**src/rtl/pirq_router_pkg.sv**
```systemverilog
package pirq_router_pkg;

  localparam int FIXED_CNT = 6;

  // Offsets and reset values of the fixed-default configuration bytes
  localparam logic [7:0] FIXED_OFF [FIXED_CNT] = '{8'h04, 8'h07, 8'h4C, 8'h4E, 8'h69, 8'h70};
  localparam logic [7:0] FIXED_RST [FIXED_CNT] = '{8'h07, 8'h02, 8'h4D, 8'h03, 8'h02, 8'h80};

  // Route byte reset value: disabled
  localparam logic [7:0] ROUTE_RST = 8'h80;

endpackage

```
**src/rtl/pirq_cfg_regs.sv**
```systemverilog
module pirq_cfg_regs
  import pirq_router_pkg::*;
#(
  parameter int         NUM_PIRQ   = 4,
  parameter int         CFG_AW     = 8,
  parameter int         DATA_W     = 32,
  parameter logic [7:0] ROUTE_BASE = 8'h60
) (
  input  logic                  clk,
  input  logic                  rst,
  input  logic                  wr,
  input  logic                  rd,
  input  logic [CFG_AW-1:0]     addr,
  input  logic [DATA_W-1:0]     wdata,
  input  logic [DATA_W/8-1:0]   be,
  output logic [DATA_W-1:0]     rdata,
  output logic [NUM_PIRQ*8-1:0] route_bytes,
  output logic                  route_wr
);

  localparam int LANES  = DATA_W / 8;
  localparam int LANE_W = $clog2(LANES);
  localparam int WORD_W = CFG_AW - LANE_W;

  logic [WORD_W-1:0] word_sel;
  logic [DATA_W-1:0] rd_route [NUM_PIRQ];
  logic [DATA_W-1:0] rd_fixed [FIXED_CNT];
  logic [NUM_PIRQ-1:0] route_hit;
  logic [DATA_W-1:0] rd_any;
  logic unused_lane_bits;

  assign word_sel         = addr[CFG_AW-1:LANE_W];
  assign unused_lane_bits = ^addr[LANE_W-1:0];

  // Route bytes, one per request line
  for (genvar n = 0; n < NUM_PIRQ; n++) begin : g_route
    localparam int OFF  = int'(ROUTE_BASE) + n;
    localparam int LANE = OFF % LANES;
    localparam int WORD = OFF / LANES;
    logic [7:0] val_q;
    logic       sel;

    assign sel          = (word_sel == WORD_W'(WORD));
    assign route_hit[n] = wr && sel && be[LANE];

    always_ff @(posedge clk) begin
      if (rst)               val_q <= ROUTE_RST;
      else if (route_hit[n]) val_q <= wdata[LANE*8 +: 8];
    end

    assign route_bytes[n*8 +: 8] = val_q;
    assign rd_route[n] = sel ? (DATA_W'(val_q) << (LANE*8)) : '0;
  end

  // Fixed-default bytes
  for (genvar f = 0; f < FIXED_CNT; f++) begin : g_fixed
    localparam int OFF  = int'(FIXED_OFF[f]);
    localparam int LANE = OFF % LANES;
    localparam int WORD = OFF / LANES;
    logic [7:0] val_q;
    logic       sel;

    assign sel = (word_sel == WORD_W'(WORD));

    always_ff @(posedge clk) begin
      if (rst)                   val_q <= FIXED_RST[f];
      else if (wr && sel && be[LANE]) val_q <= wdata[LANE*8 +: 8];
    end

    assign rd_fixed[f] = sel ? (DATA_W'(val_q) << (LANE*8)) : '0;
  end

  always_comb begin
    rd_any = '0;
    for (int n = 0; n < NUM_PIRQ; n++)  rd_any = rd_any | rd_route[n];
    for (int f = 0; f < FIXED_CNT; f++) rd_any = rd_any | rd_fixed[f];
  end

  always_ff @(posedge clk) begin
    if (rst) begin
      rdata    <= '0;
      route_wr <= 1'b0;
    end else begin
      route_wr <= |route_hit;
      if (rd) rdata <= rd_any;
    end
  end

endmodule

```
**src/rtl/pirq_route_decode.sv**
```systemverilog
module pirq_route_decode #(
  parameter int NUM_PIRQ = 4,
  parameter int NUM_ISA  = 16,
  parameter int ISA_W    = $clog2(NUM_ISA)
) (
  input  logic [NUM_PIRQ*8-1:0]     route_bytes,
  output logic [NUM_PIRQ-1:0]       en,
  output logic [NUM_PIRQ*ISA_W-1:0] num
);

  for (genvar n = 0; n < NUM_PIRQ; n++) begin : g_dec
    logic [7:0] b;
    assign b                   = route_bytes[n*8 +: 8];
    assign en[n]               = (int'(b) < NUM_ISA);
    assign num[n*ISA_W +: ISA_W] = b[ISA_W-1:0];
  end

endmodule

```
**src/rtl/pirq_level_combine.sv**
```systemverilog
module pirq_level_combine #(
  parameter int NUM_PIRQ = 4,
  parameter int NUM_ISA  = 16,
  parameter int ISA_W    = $clog2(NUM_ISA)
) (
  input  logic                      clk,
  input  logic                      rst,
  input  logic [NUM_PIRQ-1:0]       lvl,
  input  logic [NUM_PIRQ-1:0]       en,
  input  logic [NUM_PIRQ*ISA_W-1:0] num,
  output logic [NUM_ISA-1:0]        isa_q
);

  logic [NUM_ISA-1:0] isa_d;

  always_comb begin
    isa_d = '0;
    for (int j = 0; j < NUM_ISA; j++) begin
      for (int n = 0; n < NUM_PIRQ; n++) begin
        if (en[n] && lvl[n] && (num[n*ISA_W +: ISA_W] == ISA_W'(j)))
          isa_d[j] = 1'b1;
      end
    end
  end

  always_ff @(posedge clk) begin
    if (rst) isa_q <= '0;
    else     isa_q <= isa_d;
  end

endmodule

```
**src/rtl/pirq_router.sv**
```systemverilog
module pirq_router #(
  parameter int         NUM_PIRQ   = 4,
  parameter int         NUM_ISA    = 16,
  parameter int         CFG_AW     = 8,
  parameter int         DATA_W     = 32,
  parameter logic [7:0] ROUTE_BASE = 8'h60
) (
  input  logic                       clk,
  input  logic                       rst,
  input  logic                       cfg_wr,
  input  logic                       cfg_rd,
  input  logic [CFG_AW-1:0]          cfg_addr,
  input  logic [DATA_W-1:0]          cfg_wdata,
  input  logic [DATA_W/8-1:0]        cfg_be,
  output logic [DATA_W-1:0]          cfg_rdata,
  input  logic [NUM_PIRQ-1:0]        pirq_lvl,
  output logic [NUM_ISA-1:0]         isa_irq,
  output logic                       route_chg,
  output logic [NUM_PIRQ-1:0]        route_en,
  output logic [NUM_PIRQ*$clog2(NUM_ISA)-1:0] route_irq
);

  localparam int ISA_W = $clog2(NUM_ISA);

  logic [NUM_PIRQ*8-1:0] route_bytes;

  pirq_cfg_regs #(
    .NUM_PIRQ  (NUM_PIRQ),
    .CFG_AW    (CFG_AW),
    .DATA_W    (DATA_W),
    .ROUTE_BASE(ROUTE_BASE)
  ) u_regs (
    .clk        (clk),
    .rst        (rst),
    .wr         (cfg_wr),
    .rd         (cfg_rd),
    .addr       (cfg_addr),
    .wdata      (cfg_wdata),
    .be         (cfg_be),
    .rdata      (cfg_rdata),
    .route_bytes(route_bytes),
    .route_wr   (route_chg)
  );

  pirq_route_decode #(
    .NUM_PIRQ(NUM_PIRQ),
    .NUM_ISA (NUM_ISA),
    .ISA_W   (ISA_W)
  ) u_dec (
    .route_bytes(route_bytes),
    .en         (route_en),
    .num        (route_irq)
  );

  pirq_level_combine #(
    .NUM_PIRQ(NUM_PIRQ),
    .NUM_ISA (NUM_ISA),
    .ISA_W   (ISA_W)
  ) u_comb (
    .clk  (clk),
    .rst  (rst),
    .lvl  (pirq_lvl),
    .en   (route_en),
    .num  (route_irq),
    .isa_q(isa_irq)
  );

endmodule

```
**config.mk**
```make
export PLATFORM = sky130hd
export DESIGN_NAME = pirq_router
export DESIGN_NICKNAME = d
export VERILOG_FILES = /design/src/rtl/pirq_router_pkg.sv /design/src/rtl/pirq_cfg_regs.sv /design/src/rtl/pirq_route_decode.sv /design/src/rtl/pirq_level_combine.sv /design/src/rtl/pirq_router.sv
export SDC_FILE = /design/constraint.sdc
export NUM_CORES = 1
export LEC_CHECK = 0
export ABC_AREA = 1
export BUFFER_PORTS_ARGS = -buffer_cell sky130_fd_sc_hd__buf_2
export CAP_MARGIN = 10
export CORE_MARGIN = 2
export CORE_UTILIZATION = 55
export CTS_CLUSTER_DIAMETER = 30
export DETAILED_ROUTE_END_ITERATION = 10
export PLACE_DENSITY_LB_ADDON = 0.08
export SYNTH_ARGS = -nofsm -noshare
export SYNTH_HDL_FRONTEND = slang
export SYNTH_SLANG_ARGS = --single-unit
```
**constraint.sdc**
```tcl
create_clock -name clk -period 1.7 [get_ports clk]
set_clock_uncertainty 0.15 [all_clocks]
set_input_delay 0.085 -clock clk [delete_from_list [all_inputs] [get_ports clk]]
set_output_delay 0.085 -clock clk [all_outputs]
set_load 0.01 [all_outputs]
```
==> results of run 1 <==
-- per-stage QoR --
stage | cells | TNS, ns
global placement | 1163 | 0
global route | 1244 | -0.09063
detailed placement | 1163 | 0
CTS | 1244 | 0
floorplan | 923 | 0
finish | 1244 | 0
-- metal layers --
metal / part of all wire / wire length, microns / vias up
met5: 0 / 0 / -
met3: 0.064 / 1063 / 23
met4: 0.015 / 251 / 0
met2: 0.48 / 7854 / 216
met1: 0.44 / 7313 / 2844
li1: - / - / 3233
-- cell usage after synthesis, types with 5 or more instances --
cell type | n | area share
inv_1 | 73 | 0.046
nand2_1 | 182 | 0.11
nand4_1 | 7 | 0.0073
o21ai_0 | 73 | 0.061
nand3_1 | 118 | 0.098
buf_2 | 6 | 0.0050
dfxtp_1 | 129 | 0.43
nand2_2 | 5 | 0.0052
nor2_1 | 263 | 0.16
buf_4 | 19 | 0.024
clkbuf_1 | 18 | 0.011
nor2_2 | 5 | 0.0052
inv_2 | 7 | 0.0044
nor2_4 | 7 | 0.013
-- registers in the layout (all words and copies together) (netlist names) --
name and flops:
u_regs.route_wr 1, u_comb.isa_q 16, u_regs.g_route.val_q 32, u_regs.rdata 32, u_regs.g_fixed.val_q 48
-- where the power goes --
part	internal, mW	switching, mW	leakage [nW]
combinational	0.227	0.288	2.67
clock	2.37	1.36	0.294
sequential	3.07	0.0246	1.05
total	5.67	1.67	4.01
-- cell type report --
class / instances / share of cell area
multi-input cells: 668 / 0.3665
flip-flops and latches: 129 / 0.3282
repair buffers: 195 / 0.1676
clock buffers: 17 / 0.05263
inverters: 81 / 0.03864
clock inverters: 14 / 0.02417
well taps: 140 / 0.02226
-- critical path, stage by stage --
cell and delay [ns]:
dlygate4sd3_1 0.53, buf_2 0.12, nand2_1 0.12, inv_1 0.11, nand2_4 0.13, inv_2 0.10, nand2_1 0.07, nand3_1 0.06
dlygate4sd3_1 0.57
-- cell families (layout without fill, tap and decap cells) --
logic type | count (synthesis) | in the layout | synth area share
buffers and inverters | 126 | 307 | 0.09176
AO/OA/AOI/OAI | 79 | 79 | 0.06700
AND/OR/NAND/NOR | 589 | 589 | 0.4118
flip-flops | 129 | 129 | 0.4295
-- path summary, 6_finish.rpt --
| path | endpoint | slack [ns] |
|---|---|---|
| setup / recovery | u_regs.g_route[3].val_q[7] | 0.06 |
| hold / removal | u_regs.rdata[1] | 0.02 |
| setup reg to reg | u_comb.isa_q[6] | 0.25 |
| hold reg to reg | u_regs.g_fixed[2].val_q[2] | 0.31 |
-- repair_timing --
action                                  in CTS  in global routing
endpoints found under the hold margin      120                  0
hold buffers                                50                  0
resized for setup                            0                  1
buffers inserted                             0                  0
endpoints found under the setup margin       0                  3
==> results.txt, run 1 <==
----------------------------------------------------
[GRT]
  Maximum number of pins on one net before global-route repair ... 68
  Via count of the first global-routing pass ... between 5000 and 6000
  Met1 GRT Util ... 0.3842
  GR Overflow Total ... 0
  First-pass GRT wire length ... 27010 microns
  Met3 layer usage reported by global route ... 0.05365
  Number of antenna violations at the first check in global routing ... 0
  Highest-utilization routing layer at the global route stage ... met2
  Global-route total usage across every layer ... 0.2907
  Grt met2 use ... 0.4826

[Logic synthesis]
  Combined area of all synthesized cells ... approximately 0.0060 sq mm
  EDFF count, synth ... 0
  Post-Syn Instances ... 923
  Post-synth cell types ... 21
  Part of the Yosys area used for sequential elements ... 0.4295
  Count of state elements after synthesis ... around 130
  Net count after synthesis ... 975
  Avg Inst Size Synth ... approximately 6.5 sq um
  Most used flip-flop cell after synthesis ... dfxtp_1
  Synthesis Warnings ... 0
  Proportion of synthesized flip-flops having asynchronous set or reset ... 0

[Finish]
  Antenna diodes ... 0
  Net total in the final layout ... between 1000 and 1500
  Share of post-route cells with drive strength above 1 ... 0.1839
  Area growth from synthesis to layout ... 30.86%
  Utilization after layout ... 0.7323
  Layout fillers ... ~960
  Commonest non-fill, non-tap cells in the layout ... nor2_1 (263), nand2_1 (182), dfxtp_1 (129)
  Final standard cell area without fillers ... 0.007869 sq mm
  Seq. cell area ... about 0.0026 sq mm
  Multi-input gate area in the final layout ... between 0.002 and 0.003 sq mm
  Most common cell after layout, fill and taps aside ... nor2_1

[Pwr]
  Static leakage ... about 4 nW
  Peak ir drop on the vdd network ... 0.0005280 V
  Post-route total power ... between 7 and 8 mW
  PwrDens ... between 900 and 1000 mW/mm^2

[STA]
  Slack of the critical path ... roughly 0.056 ns
  Fmax ... 608.3 MHz
  Number of setup violations in the final report ... 0
  Slew at the pin closest to its max-slew limit ... between 0.3 and 0.4 ns
  Unrepaired setup endpoints after global routing ... true
  Worst slew margin relative to its limit ... 0.7982
  Final critical-path required period ... around 1.6 ns
  Max-slew violations ... 0
  Final-report hold violation count ... 0
  Tightest hold margin ... 0.02226 ns
  Tcrit/Tclk final ... 0.9669

[Drt]
  Total via count after detailed routing ... about 6300
  Drt via density ... slightly above 5
  Wirelength per Cell ... 13.25 microns
  Final wirelength ... between 15000 and 20000 microns
  Final antenna-violating net count ... 0
  Number of DRC markers after the initial detailed-route iteration ... 385
  Residual DRC ... 0
  Pre-antenna DRT Iters ... 8

[Critical path]
  Data required time of the worst path ... 1.95 ns
  Worst Setup End Kind ... register
  Reg2reg start ... u_regs.g_route[0].val_q[4]
  Data arrival, critical path ... 1.90 ns
  Highest net fanout along the worst path ... 9
  Kind of start point of the critical path ... primary input
  Length in cells of the worst reg-to-reg path ... 8
  Type of the worst setup path ... primary input to register
  First element of the critical path ... cfg_be[3]

[Clock network]
  H-tree depth ... 4
  Clock slew seen by the registers of the worst setup and hold paths ... 0.06 ns
  CTS max path bufs ... 2
  TritonCTS buffer count ... 17
  Clock tree from TritonCTS ... done
  Total number of clock tree sinks ... roughly 130
  Clock latency of the later-clocked register in the worst-skew pair ... ~0.52 ns
  Root buffer cell ... clkbuf_8

[Floorplanning]
  Std cell rows ... 38
  Core Area ... 0.01075 sq mm
  Die area ... around 0.012 sq mm
  Die Width ... between 100 and 150 microns
  Initial Utilization ... 0.5596
  Die boundary height ... roughly 110 microns
  I/O pin cnt ... between 100 and 150

[Place]
  RD Place Congestion ... 0.8956
  Setup slack after placement ... ~0.13 ns
  Sum of net half-perimeters after detailed placement ... 11410 microns
  Count of port buffers added during placement ... 118
  Dpl cell area ... slightly below 0.007 sq mm

[Min path]
  Path type of the worst min-delay path ... primary input to register
  Number of instances on the worst hold path ... 6
  HP Start ... cfg_addr[3]

[Outcome]
  Status ... complete, no violations

[Run]
  Maxcap violations ... 0

----------------------------------------------------
(Power assumes the default switching activity.)
==> run 2: changes to the inputs <==
--- a/config.mk
+++ b/config.mk
@@ -14,2 +14,3 @@
 export DETAILED_ROUTE_END_ITERATION = 10
+export MAX_ROUTING_LAYER = met4
 export PLACE_DENSITY_LB_ADDON = 0.08
==> constraint.sdc (replaced) <==
create_clock -name clk -period 1.7 [get_ports clk]
set_clock_uncertainty 0.15 [all_clocks]
set_input_delay 0.34 -clock clk [delete_from_list [all_inputs] [get_ports clk]]
set_output_delay 0.34 -clock clk [all_outputs]
set_load 0.01 [all_outputs]
==> results.txt, run 2 (synthesis gave the netlist of run 1 again) <==
----------------------------------------------------
[Critical path]
  Highest net fanout along the worst path ... 3 (-6)
  Data required time of the worst path ... 1.21 ns (-0.74 ns)
  Reg-to-reg setup timing slack ... 0.09 ns (-0.16 ns)
  Slowest cell on the critical path ... dfxtp_2
  Largest stage delay on the critical path ... 0.33 ns (-0.24 ns)
  Worst Setup End Kind ... output port
  Data arrival, critical path ... 1.24 ns (-0.66 ns)
  Number of stages on the worst setup path ... 4 (-5)
  Kind of cell adding the most delay to the critical path ... flip-flops
  Worst Path Buf+Inv ... 2 (-3)
  Crit-path cells ... nor2_2 -> nand2_1 -> inv_1 -> buf_2
  Type of the worst setup path ... register to output port
  Kind of start point of the critical path ... register
  Length in cells of the worst reg-to-reg path ... 10 (+2)

[Finish]
  Net total in the final layout ... 1153 (+0.79%)
  Utilization after layout ... 0.7459 (+0.01362)
  Commonest non-fill, non-tap cells in the layout ... nor2_1 (252), nand2_1 (177), nand3_1 (117)
  Most common cell after layout, fill and taps aside ... nor2_1
  Largest register FFs ... 48 (unchanged)
  Largest registers ... u_regs.g_fixed.val_q (48), u_regs.g_route.val_q (32), u_regs.rdata (32)
  Share of post-route cells with drive strength above 1 ... 0.2451 (+0.06119)
  Antenna diodes ... 0 (unchanged)
  Final standard cell area without fillers ... 0.008015 sq mm (+1.9%)
  Layout fillers ... 930 (-2.8%)
  Area growth from synthesis to layout ... 33.29%
  Top reg by flops ... u_regs.g_fixed.val_q

[GRT]
  GR Overflow Total ... 0 (unchanged)
  First-pass GRT wire length ... 27610 microns (+2.2%)
  Number of antenna violations at the first check in global routing ... 0 (unchanged)
  Via count of the first global-routing pass ... 5855 (+1.7%)
  Global-route total usage across every layer ... 0.3123 (+0.02159)
  Maximum number of pins on one net before global-route repair ... 73 (+7.4%)

[Place]
  RD Place Congestion ... 0.9251 (+3.3%)
  Sum of net half-perimeters after detailed placement ... 11520 microns (+1.0%)
  Count of port buffers added during placement ... 118 (unchanged)
  Dpl cell area ... 0.006902 sq mm (+2.1%)

[STA]
  Max-slew violations ... 0 (unchanged)
  Final critical-path required period ... 1.728 ns (+0.08376 ns)
  Tcrit/Tclk final ... 1.016 (+0.04927)
  Slew at the pin closest to its max-slew limit ... 0.4257 ns (+0.1248 ns)
  Number of setup violations in the final report ... 2 (+2)
  Worst slew margin relative to its limit ... 0.7162 (-0.08198)
  Slack of the critical path ... -0.02757 ns (-0.08376 ns)
  Total Neg Setup Slack ... -0.04693 ns (-0.04693 ns)
  Fmax ... 578.8 MHz (-4.8%)
  Final-report hold violation count ... 0 (unchanged)
  Unrepaired setup endpoints after global routing ... true

[Pwr]
  Post-route total power ... 7.221 mW (-1.6%)
  Peak ir drop on the vdd network ... 0.0008400 V (+59%)
  PwrDens ... 900.9 mW/mm^2 (-3.4%)
  Static leakage ... 4.070 nW (+1.5%)

[Drt]
  Wirelength per Cell ... 13.44 microns (+1.4%)
  Pre-antenna DRT Iters ... 6 (-2)
  Number of DRC markers after the initial detailed-route iteration ... 501 (+30%)
  Residual DRC ... 0 (unchanged)
  Drt via density ... 5.107 (+0.58%)
  Total via count after detailed routing ... 6404 (+1.4%)
  Final antenna-violating net count ... 0 (unchanged)
  Final wirelength ... 16860 microns (+2.3%)

[Clock network]
  Root buffer cell ... clkbuf_8
  Clock slew seen by the registers of the worst setup and hold paths ... 0.06 ns (about the same)
  Total number of clock tree sinks ... 129 (unchanged)
  Clock tree from TritonCTS ... done
  Clock latency of the later-clocked register in the worst-skew pair ... 0.54 ns (+0.02 ns)
  TritonCTS buffer count ... 17 (unchanged)
  H-tree depth ... 4 (unchanged)
  CTS max path bufs ... 2 (unchanged)

[Floorplanning]
  Initial Utilization ... 0.5596 (unchanged)
  Die area ... 0.01179 sq mm (unchanged)
  Std cell rows ... 38 (unchanged)
  Core Area ... 0.01075 sq mm (unchanged)
  I/O pin cnt ... 121 (unchanged)
  Die Width ... 108.6 microns (unchanged)
  Die boundary height ... 108.6 microns (unchanged)

[Min path]
  Number of instances on the worst hold path ... 5 (-1)
  Path type of the worst min-delay path ... primary input to register

[Outcome]
  Status ... complete, but fails checks
  Failing checks ... negative setup slack

[Run]
  Maxcap violations ... 0 (unchanged)

----------------------------------------------------
## run 2: changes by cell type in the layout (fill, tap and decap cells not counted), sizes merged
cell	previous run	this run
clkinvlp	2	1
buf	145	172
bufinv	4	3
inv	81	83
clkbuf	17	18
dlygate4sd3	50	32
## run 2: cell type report
class                      instances  area [sq um]  share of cell area
clock buffer                      18         417.9             0.05214
clock inverter                    14         162.7             0.02029
inverter                          81         304.0             0.03793
multi-input combinational        668          2944              0.3673
sequential                       129          2613              0.3259
tap                              140         175.2             0.02185
timing repair buffer             204          1399              0.1745
## run 2: timing repair
item,4_1_cts,5_1_grt
endpoints found under the setup margin,11,25
gates cloned,0,2
hold buffers,32,0
gates resized for setup,25,29
pin swaps,11,11
setup buffers,10,2
hold endpoints to repair,78,0
## run 2: routing by layer
metal | vias up | track usage | share of wire
met5 | - | - | 0
met4 | 0 | 0.1300 | 0.031
met3 | 39 | 0.06691 | 0.069
met2 | 254 | 0.4946 | 0.46
met1 | 2863 | 0.3864 | 0.44
li1 | 3248 | - | -
## run 2: stage by stage
step / worst slack, ns / instances / hold slack [ns]
detailed placement: -0.01488 / 1177 / 0.2966
floorplan: 0.1573 / 923 / 0.2790
finish: -0.02757 / 1254 / 0.1185
global placement: -0.009095 / 1177 / 0.2894
global route: -0.06875 / 1254 / 0.1300
CTS: -0.03405 / 1251 / 0.1035
## run 2: worst paths after layout
path,start,to
min,cfg_be[3],u_regs.g_fixed[1].val_q[1]
min reg2reg,u_regs.g_fixed[3].val_q[1],u_regs.g_fixed[3].val_q[1]
max reg2reg,u_regs.g_route[3].val_q[4],u_comb.isa_q[9]
max,u_regs.g_route[3].val_q[4],route_en[3]
## run 2: where the power goes
group	switching, mW	internal (mW)	leakage (nW)
combinational	0.296	0.229	2.73
clock	1.37	2.23	0.289
sequential	0.0242	3.07	1.05
## run 2: worst min-delay path, stage by stage
cell,delay [ns]
buf_2,0.10
nand2_1,0.12
nor2_4,0.07
nand2_1,0.06
nand3_1,0.06
